$ cat src/rtl/dec_seq_pkg.sv
package dec_seq_pkg;
  typedef enum logic [1:0] {
    PH_HOLD = 2'd0,
    PH_OVH  = 2'd1,
    PH_RUN  = 2'd2
  } phase_e;
endpackage

$ cat src/rtl/dec_period_timer.sv
module dec_period_timer
  import dec_seq_pkg::*;
#(
  parameter int unsigned OVH_CYC      = 8,
  parameter int unsigned SEL_W        = 3,
  parameter int unsigned OSR_MIN_LOG2 = 5,
  parameter int unsigned PER_W        = OSR_MIN_LOG2 + (1 << SEL_W) + 1
) (
  input  logic             clk_i,
  input  logic             rst_ni,
  input  logic             sync_i,
  input  logic [SEL_W-1:0] osr_q_i,
  output logic             period_end_o
);
  localparam int unsigned OVH_W = $clog2(OVH_CYC + 1);

  phase_e           phase_q;
  logic [OVH_W-1:0] ovh_q;
  logic [PER_W-1:0] cnt_q;
  logic [PER_W-1:0] last;

  // period = 2 * 2^(OSR_MIN_LOG2 + sel)
  assign last = (PER_W'(1) << (OSR_MIN_LOG2 + 1 + int'(osr_q_i))) - PER_W'(1);
  assign period_end_o = !sync_i && (phase_q == PH_RUN) && (cnt_q == last);

  always_ff @(posedge clk_i or negedge rst_ni) begin
    if (!rst_ni) begin
      phase_q <= PH_HOLD;
      ovh_q   <= '0;
      cnt_q   <= '0;
    end else if (sync_i) begin
      phase_q <= PH_OVH;
      ovh_q   <= '0;
      cnt_q   <= '0;
    end else begin
      unique case (phase_q)
        PH_OVH: begin
          if (ovh_q == OVH_W'(OVH_CYC - 1)) phase_q <= PH_RUN;
          else ovh_q <= ovh_q + OVH_W'(1);
        end
        PH_RUN: cnt_q <= period_end_o ? '0 : cnt_q + PER_W'(1);
        default: ;
      endcase
    end
  end
endmodule

$ cat src/rtl/dec_settle_track.sv
module dec_settle_track #(
  parameter int unsigned SETTLE_N = 68,
  parameter int unsigned HALF_N   = 34,
  parameter int unsigned PART_N   = 69
) (
  input  logic clk_i,
  input  logic rst_ni,
  input  logic sync_i,
  input  logic period_end_i,
  input  logic step_i,
  output logic emit_o,
  output logic half_o,
  output logic settled_o
);
  localparam int unsigned CNT_W  = $clog2(SETTLE_N + 1);
  localparam int unsigned PART_W = $clog2(PART_N + 1);

  logic [CNT_W-1:0]  n_q, n_next;
  logic [PART_W-1:0] part_q;
  logic              half_q, settled_q;
  logic              full_next;

  always_comb begin
    n_next = n_q;
    if (period_end_i && (n_q < CNT_W'(SETTLE_N))) n_next = n_q + CNT_W'(1);
  end

  assign full_next = (n_next == CNT_W'(SETTLE_N));
  assign emit_o    = period_end_i && full_next;
  assign half_o    = half_q;
  assign settled_o = settled_q;

  always_ff @(posedge clk_i or negedge rst_ni) begin
    if (!rst_ni) begin
      n_q       <= '0;
      part_q    <= '0;
      half_q    <= 1'b0;
      settled_q <= 1'b0;
    end else if (sync_i) begin
      n_q       <= '0;
      part_q    <= '0;
      half_q    <= 1'b0;
      settled_q <= 1'b0;
    end else begin
      n_q    <= n_next;
      half_q <= (n_next >= CNT_W'(HALF_N));
      if (step_i) begin
        // step wins: window restarts from the following period
        part_q    <= PART_W'(PART_N);
        settled_q <= 1'b0;
      end else if (period_end_i) begin
        settled_q <= full_next && (part_q == '0);
        if (part_q != '0) part_q <= part_q - PART_W'(1);
      end
    end
  end
endmodule

$ cat src/rtl/dec_rate_seq.sv
module dec_rate_seq #(
  parameter int unsigned DATA_W       = 24,
  parameter int unsigned OVH_CYC      = 8,
  parameter int unsigned OSR_MIN_LOG2 = 5,
  parameter int unsigned SETTLE_N     = 68,
  parameter int unsigned HALF_N       = 34,
  parameter int unsigned PART_N       = 69
) (
  input  logic              clk_i,
  input  logic              rst_ni,
  input  logic [2:0]        osr_sel_i,
  input  logic              speed_sel_i,
  input  logic              sync_i,
  input  logic              step_i,
  input  logic [DATA_W-1:0] data_i,
  output logic              restart_o,
  output logic              conv_o,
  output logic              drdy_o,
  output logic              half_o,
  output logic              settled_o,
  output logic              speed_o,
  output logic [DATA_W-1:0] data_o
);
  localparam int unsigned SEL_W = 3;

  logic [SEL_W-1:0]  osr_q;
  logic              speed_q, sync_prev_q, restart_q, conv_q, drdy_q;
  logic [DATA_W-1:0] data_q;
  logic              period_end, emit;

  // selects follow inputs only while sync holds
  always_ff @(posedge clk_i or negedge rst_ni) begin
    if (!rst_ni) begin
      osr_q   <= '0;
      speed_q <= 1'b0;
    end else if (sync_i) begin
      osr_q   <= osr_sel_i;
      speed_q <= speed_sel_i;
    end
  end

  dec_period_timer #(
    .OVH_CYC     (OVH_CYC),
    .SEL_W       (SEL_W),
    .OSR_MIN_LOG2(OSR_MIN_LOG2)
  ) u_timer (
    .clk_i       (clk_i),
    .rst_ni      (rst_ni),
    .sync_i      (sync_i),
    .osr_q_i     (osr_q),
    .period_end_o(period_end)
  );

  dec_settle_track #(
    .SETTLE_N(SETTLE_N),
    .HALF_N  (HALF_N),
    .PART_N  (PART_N)
  ) u_track (
    .clk_i       (clk_i),
    .rst_ni      (rst_ni),
    .sync_i      (sync_i),
    .period_end_i(period_end),
    .step_i      (step_i),
    .emit_o      (emit),
    .half_o      (half_o),
    .settled_o   (settled_o)
  );

  always_ff @(posedge clk_i or negedge rst_ni) begin
    if (!rst_ni) begin
      sync_prev_q <= 1'b0;
      restart_q   <= 1'b0;
      conv_q      <= 1'b0;
      drdy_q      <= 1'b0;
      data_q      <= '0;
    end else begin
      sync_prev_q <= sync_i;
      restart_q   <= sync_i && !sync_prev_q;
      conv_q      <= period_end;
      drdy_q      <= emit;
      if (emit) data_q <= data_i;
    end
  end

  assign restart_o = restart_q;
  assign conv_o    = conv_q;
  assign drdy_o    = drdy_q;
  assign speed_o   = speed_q;
  assign data_o    = data_q;
endmodule

$ cat config.mk
export PLATFORM = sky130hd
export DESIGN_NAME = dec_rate_seq
export DESIGN_NICKNAME = d
export VERILOG_FILES = /design/src/rtl/dec_seq_pkg.sv /design/src/rtl/dec_period_timer.sv /design/src/rtl/dec_settle_track.sv /design/src/rtl/dec_rate_seq.sv
export SDC_FILE = /design/constraint.sdc
export NUM_CORES = 1
export LEC_CHECK = 0
export BUFFER_PORTS_ARGS = -buffer_cell sky130_fd_sc_hd__buf_2
export CAP_MARGIN = 25
export CORE_UTILIZATION = 60
export CTS_CLUSTER_SIZE = 28
export DETAILED_ROUTE_END_ITERATION = 7
export PLACE_DENSITY = 0.95
export SETUP_SLACK_MARGIN = 0.3
export SYNTH_ARGS = -nofsm -noshare
export SYNTH_HDL_FRONTEND = slang
export SYNTH_SLANG_ARGS = --single-unit
$ cat constraint.sdc
create_clock -name clk_i -period 6.4 [get_ports clk_i]
set_input_delay 0.64 -clock clk_i [delete_from_list [all_inputs] [get_ports clk_i]]
set_output_delay 0.64 -clock clk_i [all_outputs]
set_load 0.005 [all_outputs]
==> qor.csv, run 1 <==
metric;value;unit
crit_required;6.63;ns
crit_arrival;3.95;ns
rr_worst_depth;9;
clockBufferDepth;2;
intPower;0.6367;mW
path_max_fanout;18;
num-nets-final;419;
async_flop_share;100.0;%
skew;0.009158;ns
die_area;6180;sq um
p_leak;1.956;nW
whs;0.4424;ns
worstSetupStartpointType;flop;
tightest_slew;0.8377;ns
peakVddDrop;0.1594;mV
routed_wl;7592;um
setup_tns;0;ns
worstHoldStart;sync_prev_q;
switching_share;23.82;%
max_clock_freq;0.2689;GHz
regArea;1702;sq um
cts_tree;yes;
placementRows;27;
cts_root_buffer;clkbuf_8;
wire_per_inst;16.72;um
seqPwrFrac;53.0;%
core;5574;sq um
rsz0062_at_grt;false;
antenna_found_initial;0;
route.vias.total;2642;
drtIter0Drc;284;
grt_overflow_total;0;
numCtsBuffers;9;
critPathSlowestCell;a211oi_4;
final-hold-violation-count;0;
critPathKind;reg2reg;
htreeDepth;3;
r2r-start;osr_q[1];
die_h;78.62;um
clk_latency;0.34;ns
cts_sinks;68;
crit_path_cell_trace;inv_1 > ha_1 > nor4b_1 > xnor2_1 > nand4_2 > a211oi_4 > nor2_1 > a21o_1 > a22o_1;
grt_pass1_wl;12420;um
switchingPower;0.1991;mW
num-fill-cells;357;
regToRegEndpoint;u_timer.cnt_q[3];
power_density;208.4;nW/um^2
hpwl;5075;um
fin_crit;3.719;ns
drt-pass1-iter-count;5;
grt_max_degree;69;
io_buffers;61;
routed_via_density;5.819;
syn2layout_area_growth;13.85;%
min_path_type;reg2reg;
place_congestion;0.9296;
ys.flop_type;dfrtp_1;
synth_edf_count;0;
post_dp_cell_area;3831;sq um
p_comb_share;7.9;%
endpoint;u_timer.cnt_q[3];
multi_input_area;1670;sq um
ys.warnings.count;0;
fin_crit_sh;58.11;%
syn_area;3522;sq um
drv_cap;0;
clk_pin_slew;0.07;ns
slew_headroom;44.15;%
crit_path_start;osr_q[1];
route.detailed.drc;0;
cts_hold_buf;0;
end_kind;flop;
status;complete, no violations;
synth_seq_cells;68;
die_w;78.62;um
gr-usage-all-layers;26.12;%
r2r_slack;2.68;ns
grt_pass1_vias;2663;
start_util;63.19;%
cts-resized-gates;0;
syn_inst;317;
synthesis.nets;357;
diodes;0;
ios;62;
power.share.clock;39.1;%
final_design_area_no_fill;4010;sq um
setup_violations;0;
slowest_delay;0.70;ns
yosysUniqueCellTypes;57;
drv_slew;0;
yosysSeqAreaShare;48.31;%
postCtsSetupRepairBufs;0;
drive_gt1_share;30.63;%
ant_nets;0;
syn_area_per_cell;11.11;sq um
## synth_stat cells, types with 3 or more instances
library cell | number | area [sq um]
nand2_1 | 23 | 86.33
xnor2_1 | 6 | 52.55
ha_1 | 8 | 100.1
nor2b_1 | 3 | 18.77
buf_1 | 3 | 11.26
mux2_2 | 7 | 78.83
o21ai_0 | 23 | 115.1
mux2_4 | 19 | 285.3
dfrtp_1 | 68 | 1702
nor3b_1 | 3 | 22.52
nand4_1 | 6 | 37.54
nand3_1 | 11 | 55.05
nand2b_1 | 3 | 18.77
nor3_1 | 11 | 55.05
or3_1 | 3 | 18.77
mux2i_1 | 3 | 30.03
and3_1 | 8 | 50.05
nor2_1 | 23 | 86.33
inv_1 | 12 | 45.04
xor2_1 | 16 | 140.1
buf_2 | 4 | 20.02
a21oi_1 | 11 | 55.05
## registers in the layout, summed over array words and instances, names as in the netlist, 2 cells and up
signal / count
u_timer.phase_q: 2
osr_q: 3
data_o: 24
u_timer.ovh_q: 4
u_track.part_q: 7
u_timer.cnt_q: 14
u_track.n_q: 7
## worst max-delay path, delay by kind of cell (launching register included)
family | cells | cell delay (ns)
AND/OR/NAND/NOR | 3 | 1.19
AO/OA/AOI/OAI | 3 | 1.17
adder cells (fa/ha/maj) | 1 | 0.37
buffers and inverters | 1 | 0.13
flip-flops | 1 | 0.49
XOR/XNOR | 1 | 0.25
## metrics by stage
stage                     std cells  power (mW)  setup slack, ns  util [%]
after global placement          439      0.5109            3.203     68.73
after CTS                       453      0.8399            2.843     71.81
after global routing            454      0.8670            2.534     71.94
after floorplan                 317      0.4888            3.518         -
final                           454      0.8358            2.681     71.94
after detailed placement        439      0.5149            2.990     68.73
## cells by family after synthesis
logic type	Yosys count	share of synthesized area, %
AO/OA/AOI/OAI	52	10.27
XOR/XNOR	22	5.471
adder cells (fa/ha/maj)	8	2.842
buffers and inverters	26	4.263
flip-flops	68	48.31
multiplexers	29	11.19
AND/OR/NAND/NOR	112	17.66
## final cells by class
class	count	share of cell area [%]
Multi-Input combinational cell	223	41.65
Timing Repair Buffer	64	8.175
Sequential cell	68	42.43
Clock buffer	11	3.276
Inverter	13	1.217
Clock inverter	3	0.9984
Tap cell	72	2.246
## cells in the final DEF, fill, tap and decap left out, types with 2 or more instances in the layout
master / instances
clkbuf_8: 9
clkbuf_1: 2
nor3b_1: 3
and3_1: 8
a31o_2: 2
xnor2_1: 6
nor4b_1: 2
a21o_1: 2
nor2_1: 23
nand2_1: 23
nor3_1: 11
o21ai_0: 23
dfrtp_1: 68
nand2b_1: 3
mux2_2: 7
inv_1: 12
a21oi_1: 11
a22o_1: 2
or3_1: 3
clkinv_2: 2
xor2_1: 16
mux2_4: 19
nor2b_1: 3
or2_2: 2
nand3_1: 11
mux2i_1: 3
nand4_1: 6
buf_4: 3
ha_1: 8
buf_2: 61
## metal layers
layer | routed length, um | vias up | track usage, %
li1 | - | 1225 | -
met1 | 3026 | 1287 | 31.39
met2 | 3941 | 111 | 45.30
met3 | 449 | 19 | 6.977
met4 | 174 | 0 | 8.519
met5 | 0 | - | 0
## power by group through the flow
stage | clock network (mW) | registers (mW) | logic, mW
detailed placement | 0 | 0.451 | 0.0639
floorplan | 0 | 0.450 | 0.0392
CTS | 0.332 | 0.443 | 0.0646
global placement | 0 | 0.450 | 0.0606
global route | 0.351 | 0.444 | 0.0728
finish | 0.327 | 0.443 | 0.0659
## how the worst min path moves through the flow
stage,end,slack (ns),cells past startpoint
after global placement,restart_o,0.38,1
final,restart_o,0.44,1
after floorplan,conv_o,0.34,0
after detailed placement,restart_o,0.41,1
after global routing,restart_o,0.44,1
after CTS,restart_o,0.42,1
Note: power is estimated with default switching activity, not from simulation.
==> inputs of run 2 (changes only) <==
--- a/config.mk
+++ b/config.mk
@@ -7,10 +7,10 @@
 export LEC_CHECK = 0
 export BUFFER_PORTS_ARGS = -buffer_cell sky130_fd_sc_hd__buf_2
 export CAP_MARGIN = 25
-export CORE_UTILIZATION = 60
+export CORE_UTILIZATION = 56
 export CTS_CLUSTER_SIZE = 28
 export DETAILED_ROUTE_END_ITERATION = 7
-export PLACE_DENSITY = 0.95
+export PLACE_DENSITY = 0.9
 export SETUP_SLACK_MARGIN = 0.3
 export SYNTH_ARGS = -nofsm -noshare
 export SYNTH_HDL_FRONTEND = slang
==> constraint.sdc (replaced) <==
create_clock -name clk_i -period 3.65 [get_ports clk_i]
set_input_delay 0.365 -clock clk_i [delete_from_list [all_inputs] [get_ports clk_i]]
set_output_delay 0.365 -clock clk_i [all_outputs]
set_load 0.005 [all_outputs]
==> run 2 against run 1 <==
The flow now finishes with violations (negative hold slack). Combinational power rose by 78%. Clock skew rose by 0.00082 ns. Worst setup slack got worse by 2.2 ns. Critical endpoint is now data_o[6]. Largest cell class unchanged. Largest power group unchanged.
==> qor.csv, run 2 (synthesized netlist as in run 1, its figures left out) <==
metric;value;unit
syn2layout_area_growth;15.38;%
critPathSlowestCell;dfrtp_1;
mostFrequentLayoutCells;68 x dfrtp_1, 61 x buf_2, 23 x o21ai_0, 23 x nand2_1, 23 x nor2_1;
r2r-start;osr_q[1];
peakVddDrop;0.2699;mV
fin_crit;3.156;ns
placementRows;28;
drive_gt1_share;32.12;%
max_clock_freq;0.3168;GHz
clk_pin_slew;0.08;ns
worstSetupStartpointType;flop;
crit_buf_inv;2;
core;5991;sq um
critPathKind;reg2reg;
crit_path_start;osr_q[1];
num-nets-final;421;
crit_cells;9;
postCtsSetupRepairBufs;0;
final_common_cell;dfrtp_1;
fin_util;67.84;%
rr_worst_depth;9;
start_util;58.79;%
crit_family;simple AND/OR/NAND/NOR gates;
setup_violations;0;
cts_sinks;68;
crit_required;3.90;ns
status;finished, violations left;
clk_latency;0.36;ns
grt_max_degree;30;
power_density;358.0;nW/um^2
fin_crit_sh;86.48;%
grt_overflow_total;0;
regToRegEndpoint;data_o[6];
ant_nets;0;
htreeDepth;3;
cts_tree;yes;
routed_wl;7403;um
crit_arrival;3.40;ns
whs;-0.007753;ns
antenna_found_initial;0;
final-hold-violation-count;22;
route.detailed.drc;0;
end_kind;flop;
die_area;6611;sq um
min_path_type;in2async;
diodes;0;
rsz0062_at_grt;false;
route.vias.total;2635;
gr-usage-all-layers;23.75;%
routed_via_density;5.716;
wire_per_inst;16.06;um
grt_pass1_wl;11520;um
drv_slew;0;
drt-pass1-iter-count;4;
numCtsBuffers;9;
crit_path_cell_trace;inv_1 > ha_1 > nor4b_2 > xnor2_1 > nand4_2 > a2111oi_4 > nor2b_2 > buf_12 > mux2_2;
hpwl;5025;um
cts_hold_buf;0;
slowest_delay;0.49;ns
grt_pass1_vias;2424;
largest_register_ffs;24;
ios;62;
io_buffers;61;
path_max_fanout;25;
p_leak;1.972;nW
drv_cap;0;
skew;0.009980;ns
place_congestion;0.8335;
die_h;81.31;um
tightest_slew;1.025;ns
clockBufferDepth;2;
violations;negative hold slack;
drtIter0Drc;198;
cts_root_buffer;clkbuf_8;
die_w;81.31;um
endpoint;data_o[6];
setup_tns;0;ns
r2r_slack;0.49;ns
slew_headroom;31.70;%
run 2: cell types whose count changed in the layout (fill, tap and decap cells not counted):
cell | before | now
nor4b_2 | 1 | 2
clkinv_4 | 0 | 1
buf_12 | 0 | 2
clkbuf_1 | 2 | 0
inv_6 | 0 | 2
bufinv_16 | 1 | 0
nor4b_1 | 2 | 1
clkinvlp_4 | 0 | 2
run 2: metal layers:
| metal | share of wire (%) | up-vias | wire, um | global-route usage (%) |
|---|---|---|---|---|
| li1 | - | 1240 | - | - |
| met1 | 42 | 1306 | 3146 | 29.68 |
| met2 | 50 | 69 | 3711 | 37.33 |
| met3 | 4.6 | 20 | 343 | 6.517 |
| met4 | 2.7 | 0 | 202 | 12.50 |
| met5 | 0 | - | 0 | 0 |
run 2: how the worst min path moves through the flow:
stage | end
global route | u_track.n_q[6]
floorplan | conv_o
detailed placement | u_track.n_q[6]
CTS | osr_q[0]
global placement | restart_o
finish | osr_q[0]
run 2: through the flow:
step,std cells,worst slack [ns],hold WS [ns],cell area [sq um],total power [mW]
after detailed placement,445,0.4818,0.3900,3882,0.9059
after CTS,461,0.4257,0.002323,4058,1.465
final,461,0.4936,-0.007753,4064,1.455
after global routing,461,0.3026,0.03128,4064,1.511
after global placement,444,0.6371,0.3872,3862,0.8976
after floorplan,317,0.7676,0.06941,3522,0.8571
run 2: layout make-up:
cell class	count	area (sq um)
repair buffers	66	367.9
multi-input cells	223	1677
flip-flops and latches	68	1702
clock buffers	9	123.9
inverters	13	48.80
clock inverters	7	51.30
well taps	75	93.84
fillers	401	1927
run 2: power breakdown:
group	leakage, nW	internal, mW	total, mW	switching (mW)
clock	0.0860	0.249	0.562	0.312
sequential	0.927	0.764	0.776	0.0120
combinational	0.960	0.0476	0.117	0.0695
run 2: timing repair:
action / in CTS / in global routing
endpoints found under the hold margin: 0 / 0
gates resized for setup: 0 / 1
setup endpoints to repair: 0 / 8
